==> config.mk <==
export PLATFORM = sky130hd
export DESIGN_NAME = trk_channel
export DESIGN_NICKNAME = d
export VERILOG_FILES = /design/src/rtl/trk_pkg.sv /design/src/rtl/trk_front.sv /design/src/rtl/trk_carrier.sv /design/src/rtl/trk_code.sv /design/src/rtl/trk_accum.sv /design/src/rtl/trk_channel.sv
export SDC_FILE = /design/constraint.sdc
export NUM_CORES = 2
export LEC_CHECK = 0
export BUFFER_PORTS_ARGS = -buffer_cell sky130_fd_sc_hd__buf_2
export CORE_MARGIN = 1.5
export CORE_UTILIZATION = 30
export DETAILED_ROUTE_END_ITERATION = 8
export PLACE_DENSITY = 0.45
export SLEW_MARGIN = 20
export SYNTH_ARGS = -nofsm -noshare
export SYNTH_HDL_FRONTEND = slang
export SYNTH_SLANG_ARGS = --single-unit
==> constraint.sdc <==
create_clock -name clk -period 6.25 [get_ports clk]
set_input_delay 1.5625 -clock clk [delete_from_list [all_inputs] [get_ports clk]]
set_output_delay 1.5625 -clock clk [all_outputs]
set_load 0.005 [all_outputs]
==> src/rtl/trk_pkg.sv <==
package trk_pkg;
  localparam int NUM_TAPS = 5;
  localparam int G_LEN    = 10;
  localparam int SP_W     = 4;
  localparam int PRN_W    = 5;

  typedef struct packed {
    logic [PRN_W-1:0] prn;
    logic [SP_W-1:0]  spacing;
    logic [2:0]       shift;
    logic [1:0]       band;
  } chan_cfg_t;

  // Second-register stage pair for each code number, {stage_a, stage_b}.
  function automatic logic [7:0] g2_taps(input logic [PRN_W-1:0] idx);
    case (idx)
      5'd0:  g2_taps = {4'd2, 4'd6};
      5'd1:  g2_taps = {4'd3, 4'd7};
      5'd2:  g2_taps = {4'd4, 4'd8};
      5'd3:  g2_taps = {4'd5, 4'd9};
      5'd4:  g2_taps = {4'd1, 4'd9};
      5'd5:  g2_taps = {4'd2, 4'd10};
      5'd6:  g2_taps = {4'd1, 4'd8};
      5'd7:  g2_taps = {4'd2, 4'd9};
      5'd8:  g2_taps = {4'd3, 4'd10};
      5'd9:  g2_taps = {4'd2, 4'd3};
      5'd10: g2_taps = {4'd3, 4'd4};
      5'd11: g2_taps = {4'd5, 4'd6};
      5'd12: g2_taps = {4'd6, 4'd7};
      5'd13: g2_taps = {4'd7, 4'd8};
      5'd14: g2_taps = {4'd8, 4'd9};
      5'd15: g2_taps = {4'd9, 4'd10};
      5'd16: g2_taps = {4'd1, 4'd4};
      5'd17: g2_taps = {4'd2, 4'd5};
      5'd18: g2_taps = {4'd3, 4'd6};
      5'd19: g2_taps = {4'd4, 4'd7};
      5'd20: g2_taps = {4'd5, 4'd8};
      5'd21: g2_taps = {4'd6, 4'd9};
      5'd22: g2_taps = {4'd1, 4'd3};
      5'd23: g2_taps = {4'd4, 4'd6};
      5'd24: g2_taps = {4'd5, 4'd7};
      5'd25: g2_taps = {4'd6, 4'd8};
      5'd26: g2_taps = {4'd7, 4'd9};
      5'd27: g2_taps = {4'd8, 4'd10};
      5'd28: g2_taps = {4'd1, 4'd6};
      5'd29: g2_taps = {4'd2, 4'd7};
      5'd30: g2_taps = {4'd3, 4'd8};
      default: g2_taps = {4'd4, 4'd9};
    endcase
  endfunction
endpackage

==> src/rtl/trk_front.sv <==
module trk_front #(
  parameter int NUM_BANDS = 3,
  parameter int ADC_W     = 8,
  parameter int SMP_W     = 4
) (
  input  logic                         clk,
  input  logic                         rst,
  input  logic [NUM_BANDS*ADC_W-1:0]   adc_i,
  input  logic [NUM_BANDS*ADC_W-1:0]   adc_q,
  input  logic [1:0]                   band,
  input  logic [2:0]                   shift,
  output logic signed [SMP_W-1:0]      s_i,
  output logic signed [SMP_W-1:0]      s_q
);
  localparam logic signed [ADC_W-1:0] SMAX = ADC_W'((1 << (SMP_W-1)) - 1);
  localparam logic signed [ADC_W-1:0] SMIN = -SMAX - ADC_W'(1);

  logic [ADC_W-1:0] sel_i, sel_q;

  always_comb begin
    sel_i = adc_i[ADC_W-1:0];
    sel_q = adc_q[ADC_W-1:0];
    for (int b = 1; b < NUM_BANDS; b++) begin
      if (int'(band) == b) begin
        sel_i = adc_i[b*ADC_W +: ADC_W];
        sel_q = adc_q[b*ADC_W +: ADC_W];
      end
    end
  end

  function automatic logic signed [SMP_W-1:0] reduce(input logic [ADC_W-1:0] x,
                                                       input logic [2:0] sh);
    logic signed [ADC_W-1:0] y;
    y = $signed(x) >>> sh;
    if (y > SMAX)      reduce = SMAX[SMP_W-1:0];
    else if (y < SMIN) reduce = SMIN[SMP_W-1:0];
    else               reduce = y[SMP_W-1:0];
  endfunction

  always_ff @(posedge clk) begin
    if (rst) begin
      s_i <= '0;
      s_q <= '0;
    end else begin
      s_i <= reduce(sel_i, shift);
      s_q <= reduce(sel_q, shift);
    end
  end
endmodule

==> src/rtl/trk_carrier.sv <==
module trk_carrier #(
  parameter int NCO_W = 32,
  parameter int SMP_W = 4
) (
  input  logic                    clk,
  input  logic                    rst,
  input  logic                    apply,
  input  logic [NCO_W-1:0]        incr_new,
  input  logic signed [SMP_W-1:0] s_i,
  input  logic signed [SMP_W-1:0] s_q,
  output logic signed [SMP_W:0]   m_i,
  output logic signed [SMP_W:0]   m_q
);
  localparam int MW = SMP_W + 1;

  logic [NCO_W-1:0]      incr_act, phase;
  logic signed [MW-1:0]  ei, eq, ni, nq;

  always_comb begin
    ei = MW'(s_i);
    eq = MW'(s_q);
    case (phase[NCO_W-1 -: 2])
      2'd0:    begin ni = ei;  nq = eq;  end
      2'd1:    begin ni = eq;  nq = -ei; end
      2'd2:    begin ni = -ei; nq = -eq; end
      default: begin ni = -eq; nq = ei;  end
    endcase
  end

  always_ff @(posedge clk) begin
    if (rst) begin
      incr_act <= '0;
      phase    <= '0;
      m_i      <= '0;
      m_q      <= '0;
    end else begin
      if (apply) incr_act <= incr_new;
      phase <= phase + incr_act;
      m_i   <= ni;
      m_q   <= nq;
    end
  end

  // carrier increment changes only when the code side allows it
  a_r8_carr_hold: assert property (@(posedge clk) disable iff (rst)
    !apply |=> $stable(incr_act));
endmodule

==> src/rtl/trk_code.sv <==
module trk_code import trk_pkg::*; #(
  parameter int NCO_W = 32
) (
  input  logic                 clk,
  input  logic                 rst,
  input  logic [NCO_W-1:0]     incr_new,
  input  logic [PRN_W-1:0]     prn,
  input  logic [SP_W-1:0]      spacing,
  output logic [NUM_TAPS-1:0]  taps,
  output logic                 apply,
  output logic                 tick
);
  localparam int CODE_LEN = (1 << G_LEN) - 1;
  localparam int MAX_SP   = (1 << SP_W) - 1;
  localparam int DL_LEN   = (NUM_TAPS - 1) * MAX_SP + 1;
  localparam int IDX_W    = $clog2(DL_LEN);

  logic [NCO_W-1:0]  incr_act, code_ph;
  logic [NCO_W:0]    ph_sum;
  logic              ovf, epoch_end, chip;
  logic [G_LEN-1:0]  chip_cnt, g1, g2;
  logic [DL_LEN-1:0] dl;
  logic [7:0]        tp;

  always_comb begin
    ph_sum    = {1'b0, code_ph} + {1'b0, incr_act};
    ovf       = ph_sum[NCO_W];
    epoch_end = ovf && (chip_cnt == G_LEN'(CODE_LEN - 1));
    apply     = epoch_end || (incr_act == '0);
    tp        = g2_taps(prn);
    chip      = g1[G_LEN-1] ^ g2[4'(tp[7:4] - 4'd1)] ^ g2[4'(tp[3:0] - 4'd1)];
  end

  always_comb begin
    for (int k = 0; k < NUM_TAPS; k++) begin
      taps[k] = dl[IDX_W'(k * int'(spacing))];
    end
  end

  always_ff @(posedge clk) begin
    if (rst) begin
      incr_act <= '0;
      code_ph  <= '0;
      chip_cnt <= '0;
      g1       <= '1;
      g2       <= '1;
      dl       <= '0;
      tick     <= 1'b0;
    end else begin
      if (apply) incr_act <= incr_new;
      code_ph <= ph_sum[NCO_W-1:0];
      if (ovf) begin
        if (epoch_end) begin
          chip_cnt <= '0;
          g1       <= '1;
          g2       <= '1;
        end else begin
          chip_cnt <= chip_cnt + 1'b1;
          g1 <= {g1[G_LEN-2:0], g1[2] ^ g1[9]};
          g2 <= {g2[G_LEN-2:0], g2[1] ^ g2[2] ^ g2[5] ^ g2[7] ^ g2[8] ^ g2[9]};
        end
      end
      dl   <= {dl[DL_LEN-2:0], chip};
      tick <= epoch_end;
    end
  end

  // chip counter never leaves one code period
  a_r5_cnt_range: assert property (@(posedge clk) disable iff (rst)
    chip_cnt <= G_LEN'(CODE_LEN - 1));
  // epoch boundary restarts the code generator
  a_r5_wrap: assert property (@(posedge clk) disable iff (rst)
    epoch_end |=> (chip_cnt == '0) && (g1 == '1) && (g2 == '1));
  // code increment changes only at a boundary or while idle
  a_r8_code_hold: assert property (@(posedge clk) disable iff (rst)
    !apply |=> $stable(incr_act));
endmodule

==> src/rtl/trk_accum.sv <==
module trk_accum import trk_pkg::*; #(
  parameter int SMP_W = 4,
  parameter int ACC_W = 24
) (
  input  logic                               clk,
  input  logic                               rst,
  input  logic signed [SMP_W:0]              m_i,
  input  logic signed [SMP_W:0]              m_q,
  input  logic [NUM_TAPS-1:0]                taps,
  input  logic                               tick,
  input  logic                               clr,
  output logic [NUM_TAPS-1:0][ACC_W-1:0]     dump_i,
  output logic [NUM_TAPS-1:0][ACC_W-1:0]     dump_q,
  output logic                               ready
);
  logic signed [ACC_W-1:0] ext_i, ext_q;
  logic signed [ACC_W-1:0] acc_i [NUM_TAPS];
  logic signed [ACC_W-1:0] acc_q [NUM_TAPS];

  assign ext_i = ACC_W'(m_i);
  assign ext_q = ACC_W'(m_q);

  for (genvar k = 0; k < NUM_TAPS; k++) begin : g_tap
    logic signed [ACC_W-1:0] term_i, term_q;
    assign term_i = taps[k] ? -ext_i : ext_i;
    assign term_q = taps[k] ? -ext_q : ext_q;

    always_ff @(posedge clk) begin
      if (rst) begin
        acc_i[k]  <= '0;
        acc_q[k]  <= '0;
        dump_i[k] <= '0;
        dump_q[k] <= '0;
      end else if (tick) begin
        dump_i[k] <= acc_i[k] + term_i;
        dump_q[k] <= acc_q[k] + term_q;
        acc_i[k]  <= '0;
        acc_q[k]  <= '0;
      end else begin
        acc_i[k] <= acc_i[k] + term_i;
        acc_q[k] <= acc_q[k] + term_q;
      end
    end
  end

  always_ff @(posedge clk) begin
    if (rst)       ready <= 1'b0;
    else if (tick) ready <= 1'b1;
    else if (clr)  ready <= 1'b0;
  end

  // a dump always raises the flag
  a_r7_ready_set: assert property (@(posedge clk) disable iff (rst)
    tick |=> ready);
  // dump registers only move at a boundary
  a_r7_dump_hold: assert property (@(posedge clk) disable iff (rst)
    !tick |=> $stable(dump_i) && $stable(dump_q));
  // reading the last register drops the flag
  a_r7_clear: assert property (@(posedge clk) disable iff (rst)
    (clr && !tick) |=> !ready);
  // integration restarts from zero after a dump
  a_r7_restart: assert property (@(posedge clk) disable iff (rst)
    tick |=> (acc_i[0] == '0) && (acc_q[NUM_TAPS-1] == '0));
endmodule

==> src/rtl/trk_channel.sv <==
module trk_channel import trk_pkg::*; #(
  parameter int NUM_BANDS = 3,
  parameter int ADC_W     = 8,
  parameter int SMP_W     = 4,
  parameter int NCO_W     = 32,
  parameter int ACC_W     = 24,
  parameter int DATA_W    = 32,
  parameter int ADDR_W    = 4
) (
  input  logic                        clk,
  input  logic                        rst,
  input  logic [NUM_BANDS*ADC_W-1:0]  adc_i,
  input  logic [NUM_BANDS*ADC_W-1:0]  adc_q,
  input  logic                        wr_en,
  input  logic [ADDR_W-1:0]           wr_addr,
  input  logic [DATA_W-1:0]           wr_data,
  input  logic                        rd_en,
  input  logic [ADDR_W-1:0]           rd_addr,
  output logic [DATA_W-1:0]           rd_data,
  output logic                        dump_ready
);
  localparam int CFG_W = $bits(chan_cfg_t);
  localparam logic [ADDR_W-1:0] A_CARR = ADDR_W'(0);
  localparam logic [ADDR_W-1:0] A_CODE = ADDR_W'(1);
  localparam logic [ADDR_W-1:0] A_CFG  = ADDR_W'(2);
  localparam logic [ADDR_W-1:0] A_LAST = ADDR_W'(8 + NUM_TAPS - 1);

  chan_cfg_t                     cfg;
  logic [NCO_W-1:0]              carr_pend, code_pend;
  logic signed [SMP_W-1:0]       s_i, s_q;
  logic signed [SMP_W:0]         m_i, m_q;
  logic [NUM_TAPS-1:0]           taps;
  logic                          apply, tick, clr;
  logic [NUM_TAPS-1:0][ACC_W-1:0] dump_i, dump_q;

  always_ff @(posedge clk) begin
    if (rst) begin
      cfg       <= '{prn: '0, spacing: SP_W'(1), shift: 3'd0, band: 2'd0};
      carr_pend <= '0;
      code_pend <= '0;
    end else if (wr_en) begin
      case (wr_addr)
        A_CARR:  carr_pend <= wr_data[NCO_W-1:0];
        A_CODE:  code_pend <= wr_data[NCO_W-1:0];
        A_CFG:   cfg       <= chan_cfg_t'(wr_data[CFG_W-1:0]);
        default: ;
      endcase
    end
  end

  trk_front #(.NUM_BANDS(NUM_BANDS), .ADC_W(ADC_W), .SMP_W(SMP_W)) u_front (
    .clk(clk), .rst(rst), .adc_i(adc_i), .adc_q(adc_q),
    .band(cfg.band), .shift(cfg.shift), .s_i(s_i), .s_q(s_q));

  trk_code #(.NCO_W(NCO_W)) u_code (
    .clk(clk), .rst(rst), .incr_new(code_pend), .prn(cfg.prn),
    .spacing(cfg.spacing), .taps(taps), .apply(apply), .tick(tick));

  trk_carrier #(.NCO_W(NCO_W), .SMP_W(SMP_W)) u_carrier (
    .clk(clk), .rst(rst), .apply(apply), .incr_new(carr_pend),
    .s_i(s_i), .s_q(s_q), .m_i(m_i), .m_q(m_q));

  trk_accum #(.SMP_W(SMP_W), .ACC_W(ACC_W)) u_accum (
    .clk(clk), .rst(rst), .m_i(m_i), .m_q(m_q), .taps(taps), .tick(tick),
    .clr(clr), .dump_i(dump_i), .dump_q(dump_q), .ready(dump_ready));

  assign clr = rd_en && (rd_addr == A_LAST);

  always_ff @(posedge clk) begin
    if (rst) begin
      rd_data <= '0;
    end else if (rd_en) begin
      rd_data <= '0;
      for (int t = 0; t < NUM_TAPS; t++) begin
        if (rd_addr == ADDR_W'(t))
          rd_data <= DATA_W'($signed(dump_i[t]));
        if (rd_addr == ADDR_W'(8 + t))
          rd_data <= DATA_W'($signed(dump_q[t]));
      end
    end
  end

  // read data only changes on a read strobe
  a_r6_rd_hold: assert property (@(posedge clk) disable iff (rst)
    !rd_en |=> $stable(rd_data));
endmodule

==> results_dict.tcl <==
set metrics [dict create \
    gp_congestion 0.892 \
    required_ns 6.70 \
    cp_slowest_cell "or4_1" \
    powerDensity_nw_per_um2 316 \
    cp-end-kind "flip-flop" \
    die-area_sq_um 161000 \
    path_clk_slew_ns 0.06 \
    drt-total-wl_um 146000 \
    ys_ff_latch 829 \
    skew_ns 0.0352 \
    syn_area_per_cell_sq_um 9.11 \
    met2WireLength_um 67500 \
    wl_per_cell_um 19.1 \
    setup_tns_ns 0 \
    status "finished clean" \
    fin_crit_ns 5.78 \
    crit_type "flip-flop to flip-flop" \
    cts_tree "done" \
    layout-drive-gt1-share_pct 8.70 \
    grt_start_max_net_pins 134 \
    place_area_sq_um 51300 \
    worstReg2RegStart "cfg[6]" \
    syn_area_sq_um 47600 \
    yosysWarnings 0 \
    critPathLaunchType "flip-flop" \
    ios 125 \
    io_buffers 124 \
    r2r_setup_slack_ns 0.47 \
    dieWidth_um 402 \
    cts_setup_buffers 0 \
    crit_path_end "u_accum.acc_i[3][22]" \
    rsz0062_at_grt "no" \
    synth.distinct_cells 85 \
    worst-path-max-fanout 14 \
    worstHoldPathType "flip-flop to flip-flop" \
    ff2ff_path_depth 21 \
    via_per_inst 4.92 \
    cp-startpoint "cfg[6]" \
    slew_violations 0 \
    dr.pass1.iters 6 \
    m1WireLength_um 69200 \
    fmax_mhz 173 \
    post-route-util_pct 34.6 \
    clock_latency_ns 0.72 \
    peakVddDrop_mv 0.227 \
    grt_pass1_wl_um 223000 \
    dp_hpwl_um 107000 \
    setup_viol 0 \
    path_cells "ha_1, inv_1, fa_2, xor2_2, mux4_2, mux2_2, nand2_1, o211ai_4, nor2_1, a21oi_2, ha_1, or4_1, o211ai_1, a211oi_1, a2111oi_1, buf_4, o21bai_1, a21o_1, a31oi_1, xnor2_1, and2_1" \
    arrival_ns 6.23 \
    p_leak_nw 22.0 \
    cts_max_level 3 \
    area_delta_synth_final_pct 14.8 \
    coreArea_sq_um 158000 \
    cap_violations 0 \
    fillers 16300 \
    drtAntennaViolNets 0 \
    synth-edff-count 240 \
    ys_seq_area_share_pct 39.9 \
    remaining_drc_errors 0 \
    slowest_delay_ns 0.56 \
    cts_buffers 101 \
    die_h_um 402 \
    grt_pass1_vias 36700 \
    grt_overflow_total 0 \
    grt_use_total_pct 17.8 \
    yosys_most_used_dff "dfxtp_1" \
    worstMarginPinSlew_ns 1.06 \
    route.vias.total 37800 \
    dr_wl_met3_um 5060 \
    std_cell_rows 146 \
    initial_utilization_pct 30.2 \
    fin_crit_sh_pct 92.4 \
    cp_common_cell "ha_1" \
    dr.first_iter.drc_count 2149 \
    hold_viol_final 0 \
    clock_sinks 829 \
    routed.top_layer "met4" \
    grt_antenna_before_repair 2 \
    cts_buffer_depth 3 \
    slew_headroom_pct 29.4 \
    synth_async_sr_flop_share_pct 0 \
    syn_inst 5228 \
    postLayoutCellArea_sq_um 54700 \
    r2r_end "u_accum.acc_i[3][22]" \
    nNetsFinal 5942 \
    cts_root_buf "clkbuf_16" \
]
-- worst min-delay path by stage --
stage                  start                    end  cells past startpoint
6_report        carr_pend[4]  u_carrier.incr_act[4]                      2
5_1_grt         carr_pend[4]  u_carrier.incr_act[4]                      2
2_1_floorplan  u_code.dl[34]          u_code.dl[35]                      1
3_3_place_gp   u_code.dl[35]          u_code.dl[36]                      1
3_5_place_dp      rd_data[5]             rd_data[5]                      2
4_1_cts         carr_pend[4]  u_carrier.incr_act[4]                      2
-- what timing repair did --
action | CTS | global route
hold endpoints to repair | 0 | 0
hold buffers | 0 | 0
setup endpoints to repair | 0 | 15
gates resized for setup | 0 | 11
-- sequential cells by signal, indices dropped and copies added, names as in the netlist, 61 cells and up --
name / count
u_accum.acc_i: 120
u_accum.acc_q: 120
u_accum.dump_i: 120
u_accum.dump_q: 120
u_code.dl: 61
-- Yosys cell counts (all sizes together) (32+ instances only) --
master / n / area [sq um]
a211oi: 67 / 503
a21o: 96 / 721
a21oi: 379 / 1900
and2: 164 / 1030
buf: 44 / 264
clkbuf: 215 / 807
dfxtp: 589 / 11800
edfxtp: 240 / 7210
ha: 325 / 4070
inv: 142 / 533
mux2i: 323 / 3230
mux4: 41 / 923
nand2: 587 / 2200
nand2b: 52 / 325
nand3: 65 / 325
nor2: 615 / 2310
nor2b: 119 / 744
nor3: 72 / 360
o21a: 49 / 368
o21ai: 216 / 1080
o21bai: 48 / 360
o22ai: 36 / 225
or3: 32 / 200
xnor2: 204 / 1790
xor2: 97 / 850
-- power by group --
group	internal (mW)	total (mW)	switching, mW
Combinational	2.04	5.19	3.15
Clock	3.43	5.88	2.45
Sequential	6.04	6.21	0.169
Total	11.5	17.3	5.78
-- cells in the final DEF (no fill, tap or decap), types with 28 or more instances in the layout --
cell	count
xnor2_1	204
nand2b_1	52
a31oi_1	28
mux2i_1	322
a21o_1	96
mux4_2	41
nand2_1	586
mux2_2	29
o21bai_1	48
or3_1	32
dfxtp_1	586
nand3_1	65
o21ai_0	209
a211oi_1	67
nor2_1	614
a21oi_1	376
o22ai_1	36
edfxtp_1	240
buf_2	123
xor2_1	96
clkbuf_1	41
o21a_1	49
nor3_1	71
inv_1	140
conb_1	240
and2_1	164
buf_4	74
ha_1	325
nor2b_1	119
clkbuf_16	104
-- metrics by stage --
stage,power [mW],cells,worst slack [ns],hold slack [ns]
finish,17.3,7673,0.475,0.446
CTS,17.5,7672,0.162,0.450
detailed placement,11.5,7481,0.202,0.438
global route,18.3,7672,0.0143,0.462
floorplan,10.0,5467,0.0728,0.432
global placement,11.5,7481,0.232,0.442
-- layout make-up --
| cell class | count | area, sq um | share of cell area (%) |
|---|---|---|---|
| Clock buffer | 167 | 3060 | 5.59 |
| Inverter | 142 | 536 | 0.979 |
| Tap cell | 2072 | 2590 | 4.74 |
| Sequential cell | 829 | 19000 | 34.7 |
| Multi-Input combinational cell | 4237 | 28000 | 51.2 |
| Timing Repair Buffer | 201 | 1240 | 2.26 |
| Antenna cell | 1 | 2.50 | 0.00457 |
| Clock inverter | 24 | 248 | 0.453 |
-- logic make-up (layout without fill, tap and decap cells) --
kind of cell	after synthesis	after routing	share of synthesized area (%)
XOR/XNOR	301	301	5.53
buffers and inverters	401	534	3.37
AO/OA/AOI/OAI	1137	1137	15.2
multiplexers	395	395	9.47
AND/OR/NAND/NOR	1826	1826	17.4
other	1	241	0.00787
flip-flops	829	829	39.9
adder cells (fa/ha/maj)	338	338	9.08
-- routing by layer --
layer  vias to the layer above  global-route usage, %
met5                         -                      0
met4                         0                   5.44
met3                       205                   2.29
met2                       637                   29.6
met1                     18000                   24.0
li1                      18900                      -
-- worst max-delay path, delay by kind of cell (launching register included) --
family / cells / cell delay [ns]
and+or+nand+nor: 4 / 1.11
adders and majority gates: 3 / 0.89
buffers and inverters: 2 / 0.25
AOI/OAI and AO/OA: 8 / 1.62
DFF: 1 / 0.47
muxes: 2 / 0.81
xor gates and xnor gates: 2 / 0.37
Note: power is estimated with default switching activity, not from simulation.
